File: src/rtl/rtc_match_pkg.sv
package rtc_match_pkg;
  typedef enum logic {
    TGT_COUNT = 1'b0,
    TGT_CMP   = 1'b1
  } wr_target_e;

  // true when byte index idx addresses lane
  function automatic logic lane_hit(input int unsigned idx, input int unsigned lane);
    return idx == lane;
  endfunction

  // next prescaler phase: restart on load, hold when halted, wrap at div-1
  function automatic int unsigned phase_next(input int unsigned ph, input int unsigned div,
                                             input logic run, input logic restart);
    if (restart) return 0;
    if (!run) return ph;
    return (ph == div - 1) ? 0 : ph + 1;
  endfunction
endpackage

File: src/rtl/rtc_prescaler.sv
module rtc_prescaler #(
  parameter int unsigned DIV = 128
) (
  input  logic clk_i,
  input  logic rst_ni,
  input  logic run_i,
  input  logic restart_i,
  output logic tick_o
);
  localparam int unsigned PS_W = (DIV > 1) ? $clog2(DIV) : 1;

  logic [PS_W-1:0] phase_q;
  logic [PS_W-1:0] phase_d;

  always_comb begin
    phase_d = PS_W'(rtc_match_pkg::phase_next(32'(phase_q), DIV, run_i, restart_i));
  end

  always_ff @(posedge clk_i or negedge rst_ni) begin
    if (!rst_ni) phase_q <= '0;
    else         phase_q <= phase_d;
  end

  assign tick_o = run_i && (phase_q == PS_W'(DIV - 1));
endmodule

File: src/rtl/rtc_lane_reg.sv
module rtc_lane_reg #(
  parameter int unsigned W      = 40,
  parameter int unsigned BYTE_W = 8,
  parameter bit          INC_EN = 1'b1,
  parameter bit          RST_ONES = 1'b0
) (
  input  logic                          clk_i,
  input  logic                          rst_ni,
  input  logic                          inc_i,
  input  logic                          wr_en_i,
  input  logic [$clog2(W/BYTE_W)-1:0]   wr_idx_i,
  input  logic [BYTE_W-1:0]             wr_data_i,
  output logic [W-1:0]                  val_o,
  output logic                          load_o
);
  localparam int unsigned NB    = W / BYTE_W;
  localparam int unsigned IDX_W = $clog2(NB);
  localparam logic [W-1:0] RST_VAL = RST_ONES ? '1 : '0;

  logic [NB-1:0] lane_we;
  logic [W-1:0]  val_q;
  logic [W-1:0]  val_d;
  logic [W-1:0]  wr_word;

  for (genvar g = 0; g < NB; g++) begin : g_lane
    assign lane_we[g] = wr_en_i && rtc_match_pkg::lane_hit(32'(wr_idx_i), g);
    assign wr_word[g*BYTE_W +: BYTE_W] = lane_we[g] ? wr_data_i : val_q[g*BYTE_W +: BYTE_W];
  end

  assign load_o = |lane_we;

  always_comb begin
    if (load_o)                val_d = wr_word;
    else if (INC_EN && inc_i)  val_d = val_q + W'(1);
    else                       val_d = val_q;
  end

  always_ff @(posedge clk_i or negedge rst_ni) begin
    if (!rst_ni) val_q <= RST_VAL;
    else         val_q <= val_d;
  end

  assign val_o = val_q;

  logic unused_idx;
  assign unused_idx = ^{IDX_W'(0)};
endmodule

File: src/rtl/rtc_matcher.sv
module rtc_matcher #(
  parameter int unsigned W = 40
) (
  input  logic         clk_i,
  input  logic         rst_ni,
  input  logic [W-1:0] cnt_i,
  input  logic [W-1:0] cmp_i,
  input  logic         clr_i,
  output logic [W-1:0] eq_o,
  output logic         all_eq_o,
  output logic         match_o
);
  logic match_q;

  assign eq_o     = ~(cnt_i ^ cmp_i);
  assign all_eq_o = &eq_o;

  always_ff @(posedge clk_i or negedge rst_ni) begin
    if (!rst_ni)       match_q <= 1'b0;
    else if (all_eq_o) match_q <= 1'b1;
    else if (clr_i)    match_q <= 1'b0;
  end

  assign match_o = match_q;
endmodule

File: src/rtl/rtc_match_core.sv
module rtc_match_core #(
  parameter int unsigned CNT_W  = 40,
  parameter int unsigned BYTE_W = 8,
  parameter int unsigned DIV    = 128,
  localparam int unsigned NB    = CNT_W / BYTE_W,
  localparam int unsigned IDX_W = $clog2(NB)
) (
  input  logic              clk_i,
  input  logic              rst_ni,
  input  logic              ctrl_we_i,
  input  logic              ctrl_run_i,
  input  logic              ctrl_clr_i,
  input  logic              wr_en_i,
  input  logic              wr_sel_cmp_i,
  input  logic [IDX_W-1:0]  wr_idx_i,
  input  logic [BYTE_W-1:0] wr_data_i,
  output logic              tick_o,
  output logic [CNT_W-1:0]  count_o,
  output logic [CNT_W-1:0]  eq_bits_o,
  output logic              match_o,
  output logic              match_psm_o
);
  import rtc_match_pkg::*;

  logic             run_q;
  logic             tick;
  logic             cnt_wr;
  logic             cmp_wr;
  logic             cnt_load;
  logic             cmp_load;
  logic             all_eq;
  logic             clr_req;
  logic [CNT_W-1:0] cmp_val;

  assign cnt_wr  = wr_en_i && (wr_target_e'(wr_sel_cmp_i) == TGT_COUNT);
  assign cmp_wr  = wr_en_i && (wr_target_e'(wr_sel_cmp_i) == TGT_CMP);
  assign clr_req = ctrl_we_i && ctrl_clr_i;

  always_ff @(posedge clk_i or negedge rst_ni) begin
    if (!rst_ni)        run_q <= 1'b0;
    else if (ctrl_we_i) run_q <= ctrl_run_i;
  end

  rtc_prescaler #(.DIV(DIV)) u_pre (
    .clk_i     (clk_i),
    .rst_ni    (rst_ni),
    .run_i     (run_q),
    .restart_i (cnt_load),
    .tick_o    (tick)
  );

  rtc_lane_reg #(.W(CNT_W), .BYTE_W(BYTE_W), .INC_EN(1'b1), .RST_ONES(1'b0)) u_cnt (
    .clk_i     (clk_i),
    .rst_ni    (rst_ni),
    .inc_i     (tick),
    .wr_en_i   (cnt_wr),
    .wr_idx_i  (wr_idx_i),
    .wr_data_i (wr_data_i),
    .val_o     (count_o),
    .load_o    (cnt_load)
  );

  rtc_lane_reg #(.W(CNT_W), .BYTE_W(BYTE_W), .INC_EN(1'b0), .RST_ONES(1'b1)) u_cmp (
    .clk_i     (clk_i),
    .rst_ni    (rst_ni),
    .inc_i     (1'b0),
    .wr_en_i   (cmp_wr),
    .wr_idx_i  (wr_idx_i),
    .wr_data_i (wr_data_i),
    .val_o     (cmp_val),
    .load_o    (cmp_load)
  );

  rtc_matcher #(.W(CNT_W)) u_match (
    .clk_i    (clk_i),
    .rst_ni   (rst_ni),
    .cnt_i    (count_o),
    .cmp_i    (cmp_val),
    .clr_i    (clr_req),
    .eq_o     (eq_bits_o),
    .all_eq_o (all_eq),
    .match_o  (match_o)
  );

  assign tick_o      = tick;
  assign match_psm_o = match_o;
endmodule

File: config.mk
export PLATFORM = sky130hd
export DESIGN_NAME = rtc_match_core
export DESIGN_NICKNAME = d
export VERILOG_FILES = /design/src/rtl/rtc_match_pkg.sv /design/src/rtl/rtc_prescaler.sv /design/src/rtl/rtc_lane_reg.sv /design/src/rtl/rtc_matcher.sv /design/src/rtl/rtc_match_core.sv
export SDC_FILE = /design/constraint.sdc
export NUM_CORES = 1
export LEC_CHECK = 0
export ABC_AREA = 1
export ABC_CLOCK_PERIOD_IN_PS = 5300
export BUFFER_PORTS_ARGS = -buffer_cell sky130_fd_sc_hd__buf_2
export CORE_MARGIN = 4
export CORE_UTILIZATION = 45
export DETAILED_ROUTE_END_ITERATION = 8
export GPL_ROUTABILITY_DRIVEN = 1
export PLACE_DENSITY = 0.77
export SLEW_MARGIN = 20
export SYNTH_ARGS = -nofsm -noshare
export SYNTH_HDL_FRONTEND = slang
export SYNTH_HIERARCHICAL = 1
export SYNTH_SLANG_ARGS = --single-unit
File: constraint.sdc
create_clock -name clk_i -period 5.3 [get_ports clk_i]
set_input_delay 0.53 -clock clk_i [delete_from_list [all_inputs] [get_ports clk_i]]
set_output_delay 0.53 -clock clk_i [all_outputs]
set_load 0.005 [all_outputs]
==> metrics.cfg, run 1 <==
[timing]
clock_skew_ps = 9.04
fin_ws_ps = 2600
timing.hold.ws_ps = 62.5
hold_viol_final = 0
fmax_mhz = 370
tightest_slew_ps = 834
post-route-min-period_ps = 2700
setup_violations = 0
slew-limit-headroom = 0.444
maxSlewViolCount = 0
finalSetupTns_ps = 0
rsz0062_at_grt = no
period_share = 0.510

[clock_network]
cts_resized = 0
clk_pin_slew_ps = 60
cts_tree = done
hold_buffers = 0
cts_buffer_depth = 2
cts_root_buf = clkbuf_16
htreeDepth = 3
clk_latency_ps = 350
cts_made_buffers = 9
numClockSinks = 89
post-cts-setup-buffers = 0

[setup_path]
cp-end-kind = flop
crit_arrival_ps = 2950
slowest_stage = nand2_2
cp.required_ps = 5540
crit_type = input pin to flop
path_cells = buf_2, nor2_1, nand2_1, nand2_2, inv_2, nand2_4, nand2_1, o21ai_0, nand2_1, o21ai_0, inv_1
slowest_delay_ps = 510
cp_max_fo = 34
crit_top_cell = nand2_1
cp-start-kind = input pin

[placement]
dp_slack_ps = 2340
place.gp.congestion = 0.941
place.detailed.hpwl_um = 13900
placed_area_sq_mm = 0.00661
io_buffers = 100

[pwr]
peakVddDrop_mv = 0.160
leakage_nw = 3.71
finalPower_mw = 2.77
p_per_area_mw_per_mm2 = 400

[floorplan]
std_cell_rows = 41
io_pins = 101
fp.dieW_um = 123
start_util = 0.465
core_sq_mm = 0.0128
die_area_sq_mm = 0.0152
die_h_um = 123

[route]
route.detailed.drc = 0
vias_per_cell = 5.22
dr_total_vias = 6180
drtIter0Drc = 766
final_antenna_net_count = 0
wl_per_cell_um = 15.9
firstDrtPassIters = 6
wl_um = 18800

[synthesis]
netlist_instances = 909
syn_area_sq_mm = 0.00597
ys_warn_count = 6
syn_avg_cell_area_sq_um = 6.57
syn-num-nets = 929

[global_route]
grt_most_used_layer = met2
use_met1 = 0.357
antenna_found_initial = 0
grtUsageMet2 = 0.386
gr-usage-all-layers = 0.254
grt_overflow = 0
grt_pass1_vias = 5401
gr-usage-met3 = 0.0531
grt_pass1_wl_um = 29100
grt_max_degree = 69

[run]
cap_violations = 0

[cells_and_area]
layout_common_cells = 333 x nand2_1, 131 x inv_1, 107 x nor2_1
areaGrowthSynthToFinish_pct = 16.1
n_fill_cell = 1319
drive_gt1_frac = 0.198
nNetsFinal = 1026
layout_commonest_cell = nand2_1
n_antenna_cell = 0
final_cell_area_sq_mm = 0.00693

[min_path]
hold_class = input pin to asynchronous set/reset pin

[run_status]
status = finished, final reports clean

[stage by stage]
step / util / std cells
2_1_floorplan: - / 909
3_3_place_gp: 0.515 / 1167
3_5_place_dp: 0.515 / 1167
4_1_cts: 0.540 / 1183
5_1_grt: 0.540 / 1183
6_report: 0.540 / 1183
[path summary, 6_finish.rpt]
path                                  startpoint  slack, ps  cells after the start              end
worst max-delay path                wr_sel_cmp_i       2600                     11  u_cnt/val_o[15]
worst min-delay path                      rst_ni         60                      1   u_cnt/val_o[1]
worst max register to register  u_pre/phase_q[0]       3030                     10  u_cnt/val_o[14]
worst min register to register   u_cmp/val_o[20]        470                      2  u_cmp/val_o[20]
max in group asynchronous                 rst_ni       4100                      2  u_cnt/val_o[38]
min in group clk_i                    ctrl_run_i        380                      3            run_q
[where the power goes]
part | internal [mW] | switching (mW)
Clock | 0.423 | 0.271
Combinational | 0.393 | 0.542
Sequential | 0.877 | 0.265
[metal layers]
layer  up-vias  routed length, um
li1       3005                  -
met1      2823               8150
met2       315               8340
met3        37               1740
met4         0                555
met5         -                  0
[registers in the layout, summed over array words and instances (netlist names)]
name             flops
u_match/match_o      1
u_cmp/val_o         40
u_cnt/val_o         40
run_q                1
u_pre/phase_q        7
[cell type report]
type,instances,area (sq um),share of cell area
timing repair buffer,101,510,0.0736
clock buffer,13,283,0.0408
multi-input combinational,668,3090,0.445
sequential,89,2280,0.329
tap,172,215,0.0310
clock inverter,3,43.8,0.00632
inverter,137,514,0.0742
[worst max-delay path: cells and delay by family]
family	cells	cell delay [ps]
compound gates	2	280
buf+inv	3	610
simple gates	6	1510
Power figures use the tool's default switching activity.
==> inputs of run 2 (changes only) <==
ABC_AREA = 0   (was 1)
ABC_CLOCK_PERIOD_IN_PS = 2500   (was 5300)
PLACE_DENSITY = 0.78   (was 0.77)
clock period = 2.5 ns   (was 5.3 ns; I/O delays follow)
==> run 2 against run 1 <==
Net effect: total power rose by 80%; flip-flop and latch count did not move; critical path depth fell by 6; global-route usage rose by 0.18 points; cell count fell by 35%; count of clock-buffer cells in the layout fell by 1; via count fell by 20%; core utilization rose by 1.2 points; combinational power rose by 50%; worst hold slack got worse by 35 ps; critical path type is now flop to flop; critical endpoint is now u_cnt/val_o[31]; largest power group unchanged.
==> metrics.cfg, run 2 <==
[timing]
maxSlewViolCount = 0  ; unchanged
post-route-min-period_ps = 2380
period_share = 0.951
fmax_mhz = 421
rsz0062_at_grt = no
tightest_slew_ps = 869  ; +34.9 ps
slew-limit-headroom = 0.421  ; -0.0233
setup_violations = 0  ; unchanged
hold_viol_final = 0  ; unchanged
finalSetupTns_ps = 0  ; unchanged
clock_skew_ps = 3.64  ; -5.40 ps

[clock_network]
cts_root_buf = clkbuf_16
cts_made_buffers = 9  ; unchanged
cts_resized = 0  ; unchanged
clk_pin_slew_ps = 60  ; about the same
cts_tree = done
numClockSinks = 89  ; unchanged
hold_buffers = 0  ; unchanged
clk_latency_ps = 340  ; about the same
post-cts-setup-buffers = 0  ; unchanged
cts_buffer_depth = 2  ; unchanged
htreeDepth = 3  ; unchanged

[route]
wl_um = 16900  ; -9.9%
route.detailed.drc = 0  ; unchanged
vias_per_cell = 6.43  ; +23%
drtIter0Drc = 702  ; -8.4%
wl_per_cell_um = 22.0  ; +39%
dr_total_vias = 4942  ; -20%
firstDrtPassIters = 7  ; +1
final_antenna_net_count = 0  ; unchanged

[floorplan]
start_util = 0.461  ; -0.00427
die_h_um = 116  ; -5.7%
die_area_sq_mm = 0.0135  ; -11%
fp.dieW_um = 116  ; -5.7%
core_sq_mm = 0.0114  ; -11%
std_cell_rows = 39  ; -4.9%
io_pins = 101  ; unchanged

[cells_and_area]
n_antenna_cell = 0  ; unchanged
layout_common_cells = 99 x buf_2, 49 x dfrtp_1, 42 x mux2_2
layout_commonest_cell = buf_2
n_fill_cell = 1007  ; -24%
nNetsFinal = 640  ; -38%
areaGrowthSynthToFinish_pct = 19.9
drive_gt1_frac = 0.386  ; +0.188

[placement]
place.gp.congestion = 0.968  ; +2.9%
io_buffers = 100  ; unchanged
place.detailed.hpwl_um = 12400  ; -11%

[setup_path]
crit_arrival_ps = 2580  ; -370 ps
ff2ff_path_depth = 5  ; -5
cp_max_fo = 10  ; -71%
cp-end-kind = flop
crit_type = flop to flop
r2r_setup_slack_ps = 120  ; -2910 ps
cp.required_ps = 2700  ; -2840 ps
reg2reg_from = u_cnt/val_o[12]
cp-start-kind = flop
reg2reg_to = u_cnt/val_o[31]

[synthesis]
ys_warn_count = 6  ; unchanged
netlist_instances = 508  ; -44%
syn_avg_cell_area_sq_um = 10.4  ; +58%
syn_area_sq_mm = 0.00527  ; -12%
syn-num-nets = 528  ; -43%

[pwr]
peakVddDrop_mv = 0.500  ; +210%
leakage_nw = 2.62  ; -29%
switching_power_mw = 1.65  ; +53%
combPwrFrac = 0.281  ; -0.056
clkPwrFrac = 0.273  ; +0.023
p_int_mw = 3.35  ; +98%
p_per_area_mw_per_mm2 = 791  ; +98%
p_seq_frac = 0.447  ; +0.035
finalPower_mw = 5.00  ; +80%
swShare = 0.330  ; -0.0589

[global_route]
grt_pass1_vias = 4736  ; -12%
gr-usage-all-layers = 0.256  ; +0.00184
grt_max_degree = 67  ; -2.9%
grt_overflow = 0  ; unchanged
antenna_found_initial = 0  ; unchanged
grt_pass1_wl_um = 26600  ; -8.4%

[run_status]
status = finished, final reports clean

[min_path]
hold_class = input pin to asynchronous set/reset pin

[run]
cap_violations = 0  ; unchanged

## run 2: area by class of cell
type | count | area [sq um] | share of cell area
repair buffers | 120 | 653 | 0.103
well taps | 143 | 179 | 0.0283
inverters | 12 | 45.0 | 0.00713
clock inverters | 4 | 52.6 | 0.00832
flip-flops and latches | 89 | 2280 | 0.361
multi-input cells | 388 | 2860 | 0.453
clock buffers | 12 | 246 | 0.0390
## run 2: power groups by stage
stage / clock network [mW] / registers (mW) / logic (mW)
finish: 1.36 / 2.23 / 1.40
global placement: 0 / 2.23 / 1.36
detailed placement: 0 / 2.25 / 1.39
global route: 1.44 / 2.28 / 1.53
CTS: 1.38 / 2.23 / 1.40
floorplan: 0 / 2.15 / 0.761
## run 2: worst max path at each step
stage / from / end / cells past startpoint
4_1_cts: u_pre/phase_q[0] / u_cnt/val_o[31] / 8
3_5_place_dp: u_pre/phase_q[0] / u_cnt/val_o[31] / 8
6_report: u_cnt/val_o[12] / u_cnt/val_o[31] / 5
3_3_place_gp: u_cnt/val_o[15] / u_cnt/val_o[31] / 5
2_1_floorplan: u_pre/phase_q[0] / u_cnt/val_o[37] / 10
5_1_grt: u_pre/phase_q[0] / u_cnt/val_o[31] / 8
## run 2: layer usage
layer / share of wire / routed length (um) / GRT usage / up-vias
met5: 0 / 0 / 0 / -
met4: 0.026 / 443 / 0.0804 / 0
met2: 0.47 / 7900 / 0.403 / 320
met3: 0.092 / 1550 / 0.0440 / 44
met1: 0.42 / 7030 / 0.363 / 2397
li1: - / - / - / 2181
## run 2: metrics by stage
step / hold WS, ps / cells / setup slack (ps) / util / cell area [sq um]
6_report: 27.3 / 768 / 123 / 0.553 / 6310
2_1_floorplan: -45.6 / 508 / 357 / - / 5270
5_1_grt: 99.4 / 768 / 25.1 / 0.553 / 6310
3_5_place_dp: 416 / 752 / 127 / 0.526 / 6010
4_1_cts: 58.6 / 768 / 82.7 / 0.552 / 6310
3_3_place_gp: 423 / 752 / 249 / 0.526 / 6010
## run 2: worst max-delay path: stages, from the launching register on
cell and delay [ps]:
dfrtp_1 530, nand4_1 400, nor3_1 510, nand3_1 360
nor4b_1 350, a311oi_1 90
